### src/rtl/cond_sel_pkg.sv
package cond_sel_pkg;

    localparam int FIELD_W = 4;
    localparam int FLAG_LT = 0;
    localparam int FLAG_GT = 1;
    localparam int FLAG_EQ = 2;
    localparam int FLAG_OV = 3;

    typedef enum logic [1:0] {
        OP_IDLE   = 2'b00,
        OP_CMP_U  = 2'b01,
        OP_CMP_SI = 2'b10,
        OP_SELECT = 2'b11
    } op_e;

    // Packed so that bit 0 is less-than, bit 3 is overflow.
    typedef struct packed {
        logic ov;
        logic eq;
        logic gt;
        logic lt;
    } crf_t;

endpackage

### src/rtl/cmp_flags.sv
module cmp_flags
    import cond_sel_pkg::*;
#(
    parameter int XLEN = 32,
    parameter int IMMW = 16
) (
    input  logic            imm_mode,
    input  logic [XLEN-1:0] opa,
    input  logic [XLEN-1:0] opb,
    input  logic [IMMW-1:0] imm,
    input  logic            so,
    output crf_t            flags
);

    logic [XLEN-1:0] rhs;
    logic            less;
    logic            same;

    always_comb begin
        rhs   = imm_mode ? {{(XLEN-IMMW){imm[IMMW-1]}}, imm} : opb;
        same  = (opa == rhs);
        less  = imm_mode ? ($signed(opa) < $signed(rhs)) : (opa < rhs);
        flags.lt = less;
        flags.eq = same;
        flags.gt = !less && !same;
        flags.ov = so;
    end

endmodule

### src/rtl/cr_store.sv
module cr_store
    import cond_sel_pkg::*;
#(
    parameter int NFIELDS = 8,
    localparam int CRW = FIELD_W * NFIELDS,
    localparam int FW  = $clog2(NFIELDS)
) (
    input  logic           clk,
    input  logic           rst,
    input  logic           wr_en,
    input  logic [FW-1:0]  wr_fld,
    input  crf_t           wr_val,
    output logic [CRW-1:0] cr_q
);

    typedef struct packed {
        logic [CRW-1:0] cr;
    } state_t;

    state_t st_d, st_q;

    always_comb begin
        st_d = st_q;
        if (wr_en) begin
            for (int f = 0; f < NFIELDS; f++) begin
                if (int'(wr_fld) == f) begin
                    st_d.cr[f*FIELD_W +: FIELD_W] = wr_val;
                end
            end
        end
        if (rst) begin
            st_d = '0;
        end
    end

    always_ff @(posedge clk) begin
        st_q <= st_d;
    end

    assign cr_q = st_q.cr;

endmodule

### src/rtl/bit_select.sv
module bit_select #(
    parameter int XLEN = 32,
    parameter int CRW  = 32,
    localparam int BW  = $clog2(CRW)
) (
    input  logic            en,
    input  logic [CRW-1:0]  cr,
    input  logic [BW-1:0]   bit_idx,
    input  logic [XLEN-1:0] opa,
    input  logic [XLEN-1:0] opb,
    input  logic            ra_zero,
    output logic [XLEN-1:0] res
);

    logic            cond;
    logic [XLEN-1:0] a_eff;

    always_comb begin
        cond  = cr[bit_idx];
        a_eff = ra_zero ? '0 : opa;
        res   = '0;
        if (en) begin
            res = cond ? a_eff : opb;
        end
    end

endmodule

### src/rtl/cond_select_unit.sv
module cond_select_unit
    import cond_sel_pkg::*;
#(
    parameter int XLEN    = 32,
    parameter int NFIELDS = 8,
    parameter int IMMW    = 16,
    localparam int CRW = FIELD_W * NFIELDS,
    localparam int FW  = $clog2(NFIELDS),
    localparam int BW  = $clog2(CRW)
) (
    input  logic            clk,
    input  logic            rst,
    input  logic [1:0]      op_i,
    input  logic [FW-1:0]   fld_i,
    input  logic [BW-1:0]   bit_i,
    input  logic [XLEN-1:0] opa_i,
    input  logic [XLEN-1:0] opb_i,
    input  logic            ra_zero_i,
    input  logic [IMMW-1:0] imm_i,
    input  logic            so_i,
    output logic [XLEN-1:0] res_o,
    output logic [CRW-1:0]  cr_o
);

    op_e  op;
    logic is_cmp;
    logic is_imm;
    logic is_sel;
    crf_t cmp_val;

    always_comb begin
        op     = op_e'(op_i);
        is_imm = (op == OP_CMP_SI);
        is_cmp = (op == OP_CMP_U) || is_imm;
        is_sel = (op == OP_SELECT);
    end

    cmp_flags #(.XLEN(XLEN), .IMMW(IMMW)) u_cmp (
        .imm_mode (is_imm),
        .opa      (opa_i),
        .opb      (opb_i),
        .imm      (imm_i),
        .so       (so_i),
        .flags    (cmp_val)
    );

    cr_store #(.NFIELDS(NFIELDS)) u_cr (
        .clk    (clk),
        .rst    (rst),
        .wr_en  (is_cmp),
        .wr_fld (fld_i),
        .wr_val (cmp_val),
        .cr_q   (cr_o)
    );

    bit_select #(.XLEN(XLEN), .CRW(CRW)) u_sel (
        .en      (is_sel),
        .cr      (cr_o),
        .bit_idx (bit_i),
        .opa     (opa_i),
        .opb     (opb_i),
        .ra_zero (ra_zero_i),
        .res     (res_o)
    );

endmodule

### config.mk
export PLATFORM = sky130hd
export DESIGN_NAME = cond_select_unit
export DESIGN_NICKNAME = d
export VERILOG_FILES = /design/src/rtl/cond_sel_pkg.sv /design/src/rtl/cmp_flags.sv /design/src/rtl/cr_store.sv /design/src/rtl/bit_select.sv /design/src/rtl/cond_select_unit.sv
export SDC_FILE = /design/constraint.sdc
export NUM_CORES = 1
export LEC_CHECK = 0
export ABC_AREA = 1
export CAP_MARGIN = 20
export CORE_ASPECT_RATIO = 1.25
export CORE_UTILIZATION = 55
export DETAILED_ROUTE_END_ITERATION = 12
export DONT_BUFFER_PORTS = 1
export GPL_TIMING_DRIVEN = 0
export PLACE_DENSITY = 0.81
export SETUP_SLACK_MARGIN = 0.02
export SYNTH_ARGS = -nofsm -noshare
export SYNTH_HDL_FRONTEND = slang
export SYNTH_SLANG_ARGS = --single-unit
### constraint.sdc
create_clock -name clk -period 4.8 [get_ports clk]
set_clock_uncertainty 0.1 [all_clocks]
set_input_delay 0 -clock clk [delete_from_list [all_inputs] [get_ports clk]]
set_output_delay 0 -clock clk [all_outputs]
set_load 0.01 [all_outputs]
# After elaboration in Yosys (flattened, before gate mapping)
# Index checks and enable logic that the tools add are counted.
dict set report word_totals {
  regBits 32
  output_inout_bits 64
  word_cells 42
}
dict set report classes {
  order_cmp 3
  n_eq_ne 11
  muxes 7
  n_reduce_logical 13
}
# op n
set ops {}
lappend ops {{$mux W32} 4}
lappend ops {{$lt A32 B32 Y1} 2}
lappend ops {{$eq A32 B32 Y1} 1}
lappend ops {{$reduce_and A2 Y1} 8}
lappend ops {{$eq A3 B3 Y1 const B} 4}
lappend ops {{$eq A3 B2 Y1 const B} 2}
lappend ops {{$lt A5 B6 Y1 const B} 1}
lappend ops {{$bmux W1 S5} 1}
lappend ops {{$eq A2 B2 Y1 const B} 2}
lappend ops {{$eq A3 B1 Y1 const B} 1}
lappend ops {{$logic_not A3 Y1} 1}
lappend ops {{$eq A2 B1 Y1 const B} 1}
lappend ops {{$logic_not A1 Y1} 2}
lappend ops {{$mux W1} 2}
lappend ops {{$logic_and A1 B1 Y1} 1}
lappend ops {{$logic_or A1 B1 Y1} 1}

# Longest topological paths before layout
dict set report depth {
  ltp_word 6
  ltp_mapped 22
}

# Hierarchy
# Synthesis repeated with hierarchy kept, for this count alone.
dict set report hier_totals {
  cells_unflattened 647
  hier_area_um2 3654.8
}
# module instances cells_each area_each_um2 seq_area_each_um2
set by_module_without_submodules {}
lappend by_module_without_submodules {cr_store 1 194 1321.3 640.6}
lappend by_module_without_submodules {bit_select 1 290 1231.2 0.0}
lappend by_module_without_submodules {cmp_flags 1 159 1069.8 0.0}
lappend by_module_without_submodules {cond_select_unit 1 4 32.5 0.0}

# Least setup slack after synthesis
# Ideal clock, no wire load.
dict set report synth_timing {
  path_type {input to register}
  startpoint {input op_i[0]}
  endpoint {register u_cr.st_q, in the netlist u_cr.cr_q[4]}
  setup_time_ns 0.113
  t_arrival_ns 2.401
  t_required_ns 4.587
  slack_ns 2.185
  path_stages 18
  n_path_buf 3
  cell_sequence {inv_1 > ha_1 > clkbuf_1 > inv_2 > or2_1 > clkbuf_1 > clkbuf_1 > o21ai_0 > ha_1 > nand2_1 > nor2_1 > nand2_1 > nor3_1 > nand2_1 > nand3_1 > nand2_1 > o21ai_1 > inv_1}
}
dict set report synth_via {
  elab_chain_len 4
}
# item line_no
set synth_rtl {}
lappend synth_rtl {{start, declared} cond_select_unit.sv:13} ;# input logic [1:0] op_i,
lappend synth_rtl {{$eq A2 B2 Y1} cond_select_unit.sv:33} ;# is_imm = (op == OP_CMP_SI);
lappend synth_rtl {{$mux W32} cmp_flags.sv:20} ;# rhs = imm_mode ? {{(XLEN-IMMW){imm[IMMW-1]}}, imm} : opb;
lappend synth_rtl {{$lt A32 B32 Y1} cmp_flags.sv:22} ;# less = imm_mode ? ($signed(opa) < $signed(rhs)) : (opa < rhs);
lappend synth_rtl {{$mux W1} cmp_flags.sv:22}
lappend synth_rtl {{end signal, assigned} cr_store.sv:37} ;# st_q <= st_d;
lappend synth_rtl {{end, declared} cr_store.sv:20} ;# state_t st_d, st_q;
# Several ways; a longest one is shown, not always the timed one.
# A chain may end at the register's enable or synchronous reset.

# Final worst setup path
# Same ends and word-level chain as after synthesis.

==> impl_metrics.sql <==
INSERT INTO impl_metrics (metric_group, metric, value, unit) VALUES
('route', 'detail_route.iter0.violations', '282', ''),
('sta', 'setup_total_negative_slack', '0', 'ns'),
('run_status', 'failing_checks', 'design-rule violations', ''),
('sta', 'max_clock_freq', '309.1', 'MHz'),
('route', 'viasPerCell', '5.872', ''),
('synthesis', 'synth_top_cells_by_area', 'sky130_fd_sc_hd__dfxtp_1 20%, sky130_fd_sc_hd__nand2_1 19%, sky130_fd_sc_hd__nor2_1 15%', ''),
('sta', 'max_slew.worst_pin.slew', '0.7315', 'ns'),
('synthesis', 'synth-warning-count', '0', ''),
('power', 'seq_power_share', '37.6', '%'),
('worst_setup_path', 'arrival', '3.32', 'ns'),
('power', 'power_frac_comb', '35.1', '%'),
('run', 'max_cap_viol_count', '0', ''),
('clocking', 'cts-buffers-inserted', '5', ''),
('power', 'total_power', '0.7747', 'mW'),
('clocking', 'cts_sinks', '32', ''),
('run_status', 'result_of_the_run', 'finished with violations', ''),
('die', 'horizontal_extent_of_the_die', '70.80', 'um'),
('clocking', 'maximum_count_of_clock_buffers_along_a_single_path', '2', ''),
('route', 'drt_pre_antenna_iters', '9', ''),
('sta', 'final_setup_fails', '0', ''),
('min_path', 'min_path_type', 'input port to register', ''),
('sta', 'post_route_fraction_of_the_period_consumed_by_the_critical_path', '67.39', '%'),
('synthesis', 'synth.yosys.seq_area_share', '19.68', '%'),
('die', 'core_area', '0.005555', 'sq mm'),
('sta', 'finalHoldViolations', '0', ''),
('worst_setup_path', 'timing.setup.critical_path_class', 'input port to register', ''),
('sta', 'maxSlewViolCount', '0', ''),
('clocking', 'clock-root-buffer', 'sky130_fd_sc_hd__clkbuf_8', ''),
('worst_setup_path', 'endpoint_kind', 'register', ''),
('power', 'worst_ir_drop_vdd', '0.2796', 'mV'),
('global_routing', 'grt_pass1_wl', '15.32', 'mm'),
('global_routing', 'antenna_found_initial', '0', ''),
('sta', 'grt_setup_unrepaired', 'false', ''),
('die', 'die_height', '88', 'um'),
('clocking', 'tritoncts', 'done', ''),
('power', 'cellLeakagePower', '1.640', 'nW'),
('synthesis', 'synthesis.area', '0.003254', 'sq mm'),
('synthesis', 'ys_seq_elements', '32', ''),
('place', 'preCtsSetupSlack', '1.297', 'ns'),
('power', 'pwr-share-clk', '27.4', '%'),
('die', 'fp.dieArea', '0.006230', 'sq mm'),
('final_layout', 'drive_above_1_share', '6.514', '%'),
('sta', 'final_period_minus_worst_setup_slack', '3.235', 'ns'),
('synthesis', 'synth_nets', '682', ''),
('power', 'power-per-cell-area', '222.3', 'mW/mm^2'),
('worst_setup_path', 'critical_path.max_fanout', '10', ''),
('clocking', 'clkTransAtPathRegs', '0.06', 'ns'),
('route', 'drc_errors', '26', ''),
('global_routing', 'largest_net_degree_at_the_start_of_global_routing', '11', ''),
('global_routing', 'first_global_vias', '3477', ''),
('global_routing', 'grt-ovfl-total', '0', ''),
('worst_setup_path', 'worstSetupStartpointType', 'input port', ''),
('die', 'initial_core_util', '58.58', '%'),
('synthesis', 'post_synth_inst_count', '554', ''),
('route', 'final_antenna_net_count', '0', ''),
('synthesis', 'ys_types', '26', ''),
('power', 'cellInternalPower', '0.4921', 'mW'),
('clocking', 'ctsHtreeMaxLevel', '2', ''),
('route', 'finalWirelength', '9.815', 'mm'),
('die', 'io_pins', '158', ''),
('worst_setup_path', 'ff2ff_path_depth', '4', ''),
('synthesis', 'yosys.area.top_type_share', '19.68', '%'),
('final_layout', 'area_growth', '7.074', '%'),
('route', 'detail_route.wl_per_cell', '15.53', 'um'),
('min_path', 'holdPathStages', '6', ''),
('clocking', 'clock_latency', '0.29', 'ns'),
('place', 'finalWeightedCongestion', '1.033', ''),
('final_layout', 'max_ffs_per_register', '32', ''),
('power', 'swShare', '36.48', '%'),
('die', 'num_rows', '30', ''),
('sta', 'slew_headroom', '51.23', '%'),
('route', 'vias_post_dr', '3711', ''),
('synthesis', 'synth_area_leader_cell', 'sky130_fd_sc_hd__dfxtp_1', ''),
('place', 'post-dp-hpwl', '7.627', 'mm'),
('global_routing', 'grtUsageTotal', '30.86', '%'),
('power', 'total_switching_power', '0.2826', 'mW'),
('clocking', 'post-cts-setup-buffers', '0', ''),
('synthesis', 'syn_avg_cell_area', '5.874', 'sq um'),
('worst_setup_path', 'worstPathRequired', '4.89', 'ns'),
('final_layout', 'diodes', '0', ''),
('place', 'number_of_port_buffers', '0', ''),
('sta', 'final_worst_setup_slack', '1.565', 'ns'),
('final_layout', 'nNetsFinal', '695', '');
==> metrics by stage <==
stage,util (%),cell area [sq um],hold WS [ns],std cells
floorplan,-,3254,0.04928,554
global placement,60.02,3334,0.05296,618
detailed placement,60.02,3334,0.05378,618
CTS,62.73,3485,0.002444,632
global route,62.73,3485,0.03824,632
finish,62.73,3485,0.01659,632
==> cell families (layout without fill, tap and decap cells) <==
group                      count (synthesis)  count (layout)  synth area share, %
and+or+nand+nor                          315             315                37.45
AOI/OAI and AO/OA                        100             100                17.38
buffers and inverters                     59              73                8.111
adders and majority gates                 34              34                13.07
DFF                                       32              32                19.68
muxes                                     14              14                4.306
==> critical path, stage by stage <==
cell and delay, ns:
sky130_fd_sc_hd__inv_1 0.02, sky130_fd_sc_hd__ha_1 0.18, sky130_fd_sc_hd__clkbuf_1 0.19, sky130_fd_sc_hd__inv_2 0.12
sky130_fd_sc_hd__or2_1 0.10, sky130_fd_sc_hd__clkbuf_1 0.22, sky130_fd_sc_hd__clkbuf_1 0.37, sky130_fd_sc_hd__o21ai_0 0.17
sky130_fd_sc_hd__ha_1 0.33, sky130_fd_sc_hd__nand2_1 0.08, sky130_fd_sc_hd__nor2_1 0.19, sky130_fd_sc_hd__nand2_1 0.07
sky130_fd_sc_hd__nor3_1 0.17, sky130_fd_sc_hd__nand2_1 0.10, sky130_fd_sc_hd__nand3_1 0.36, sky130_fd_sc_hd__nand2_1 0.38
sky130_fd_sc_hd__o21ai_1 0.22, sky130_fd_sc_hd__inv_1 0.05
==> repair_timing <==
| item | CTS | global route |
|---|---|---|
| hold buffers | 6 | 0 |
| resized for setup | 0 | 0 |
| endpoints found under the hold margin | 17 | 0 |
==> power by group through the flow <==
stage / Combinational, mW / Sequential, mW / Clock [mW]
6_report: 0.272 / 0.291 / 0.212
5_1_grt: 0.307 / 0.292 / 0.223
4_1_cts: 0.269 / 0.291 / 0.213
3_5_place_dp: 0.264 / 0.297 / 0
3_3_place_gp: 0.257 / 0.297 / 0
2_1_floorplan: 0.212 / 0.293 / 0
==> layer usage <==
layer	track usage, %	wire length (um)
met5	0	0
met4	12.00	266
met3	7.825	998
met2	60.05	5013
met1	31.48	3535
==> cells in the final DEF (no fill, tap or decap) <==
master                          netlist  layout
sky130_fd_sc_hd__inv_1               15      15
sky130_fd_sc_hd__nand4_1              4       4
sky130_fd_sc_hd__nand2_1            163     163
sky130_fd_sc_hd__a21oi_1             37      37
sky130_fd_sc_hd__buf_4                2       2
sky130_fd_sc_hd__clkinv_1             1       1
sky130_fd_sc_hd__mux2i_1             14      14
sky130_fd_sc_hd__nor3_1               7       7
sky130_fd_sc_hd__o21a_1               2       2
sky130_fd_sc_hd__a21o_1               1       1
sky130_fd_sc_hd__clkbuf_1            15      17
sky130_fd_sc_hd__nand2_4              1       1
sky130_fd_sc_hd__nand3_1              6       6
sky130_fd_sc_hd__inv_2               18      18
sky130_fd_sc_hd__or2_1                1       1
sky130_fd_sc_hd__buf_6                4       4
sky130_fd_sc_hd__nor2_1             133     133
sky130_fd_sc_hd__clkbuf_8             0       6
sky130_fd_sc_hd__dlygate4sd3_1        0       6
sky130_fd_sc_hd__o21ai_1              5       5
sky130_fd_sc_hd__o21bai_2             2       2
sky130_fd_sc_hd__buf_2                3       3
sky130_fd_sc_hd__clkbuf_2             1       1
sky130_fd_sc_hd__o221ai_1             8       8
sky130_fd_sc_hd__dfxtp_1             32      32
sky130_fd_sc_hd__ha_1                34      34
sky130_fd_sc_hd__o21bai_1             6       6
sky130_fd_sc_hd__o21ai_0             39      39
==> layout make-up <==
cell class,count,area [sq um]
Buffer,25,136.4
Inverter,34,127.6
Sequential cell,32,640.6
Fill cell,543,2071
Multi-Input combinational cell,463,2350
Clock buffer,8,90.09
Timing Repair Buffer,6,60.06
Tap cell,64,80.08
==> worst paths after layout <==
path / start / slack [ns] / endpoint
worst max register to register: u_cr.cr_q[4] / 3.90 / u_cr.cr_q[4]
worst min register to register: u_cr.cr_q[24] / 0.43 / u_cr.cr_q[24]
worst max-delay path: op_i[0] / 1.57 / u_cr.cr_q[4]
worst min-delay path: fld_i[2] / 0.02 / u_cr.cr_q[28]
==> synth_stat cells <==
library cell / instances
sky130_fd_sc_hd__a21o_1: 1
sky130_fd_sc_hd__a21oi_1: 37
sky130_fd_sc_hd__buf_2: 3
sky130_fd_sc_hd__buf_4: 2
sky130_fd_sc_hd__buf_6: 4
sky130_fd_sc_hd__clkbuf_1: 15
sky130_fd_sc_hd__clkbuf_2: 1
sky130_fd_sc_hd__clkinv_1: 1
sky130_fd_sc_hd__dfxtp_1: 32
sky130_fd_sc_hd__ha_1: 34
sky130_fd_sc_hd__inv_1: 15
sky130_fd_sc_hd__inv_2: 18
sky130_fd_sc_hd__mux2i_1: 14
sky130_fd_sc_hd__nand2_1: 163
sky130_fd_sc_hd__nand2_4: 1
sky130_fd_sc_hd__nand3_1: 6
sky130_fd_sc_hd__nand4_1: 4
sky130_fd_sc_hd__nor2_1: 133
sky130_fd_sc_hd__nor3_1: 7
sky130_fd_sc_hd__o21a_1: 2
sky130_fd_sc_hd__o21ai_0: 39
sky130_fd_sc_hd__o21ai_1: 5
sky130_fd_sc_hd__o21bai_1: 6
sky130_fd_sc_hd__o21bai_2: 2
sky130_fd_sc_hd__o221ai_1: 8
sky130_fd_sc_hd__or2_1: 1
Power figures use the tool's default switching activity.
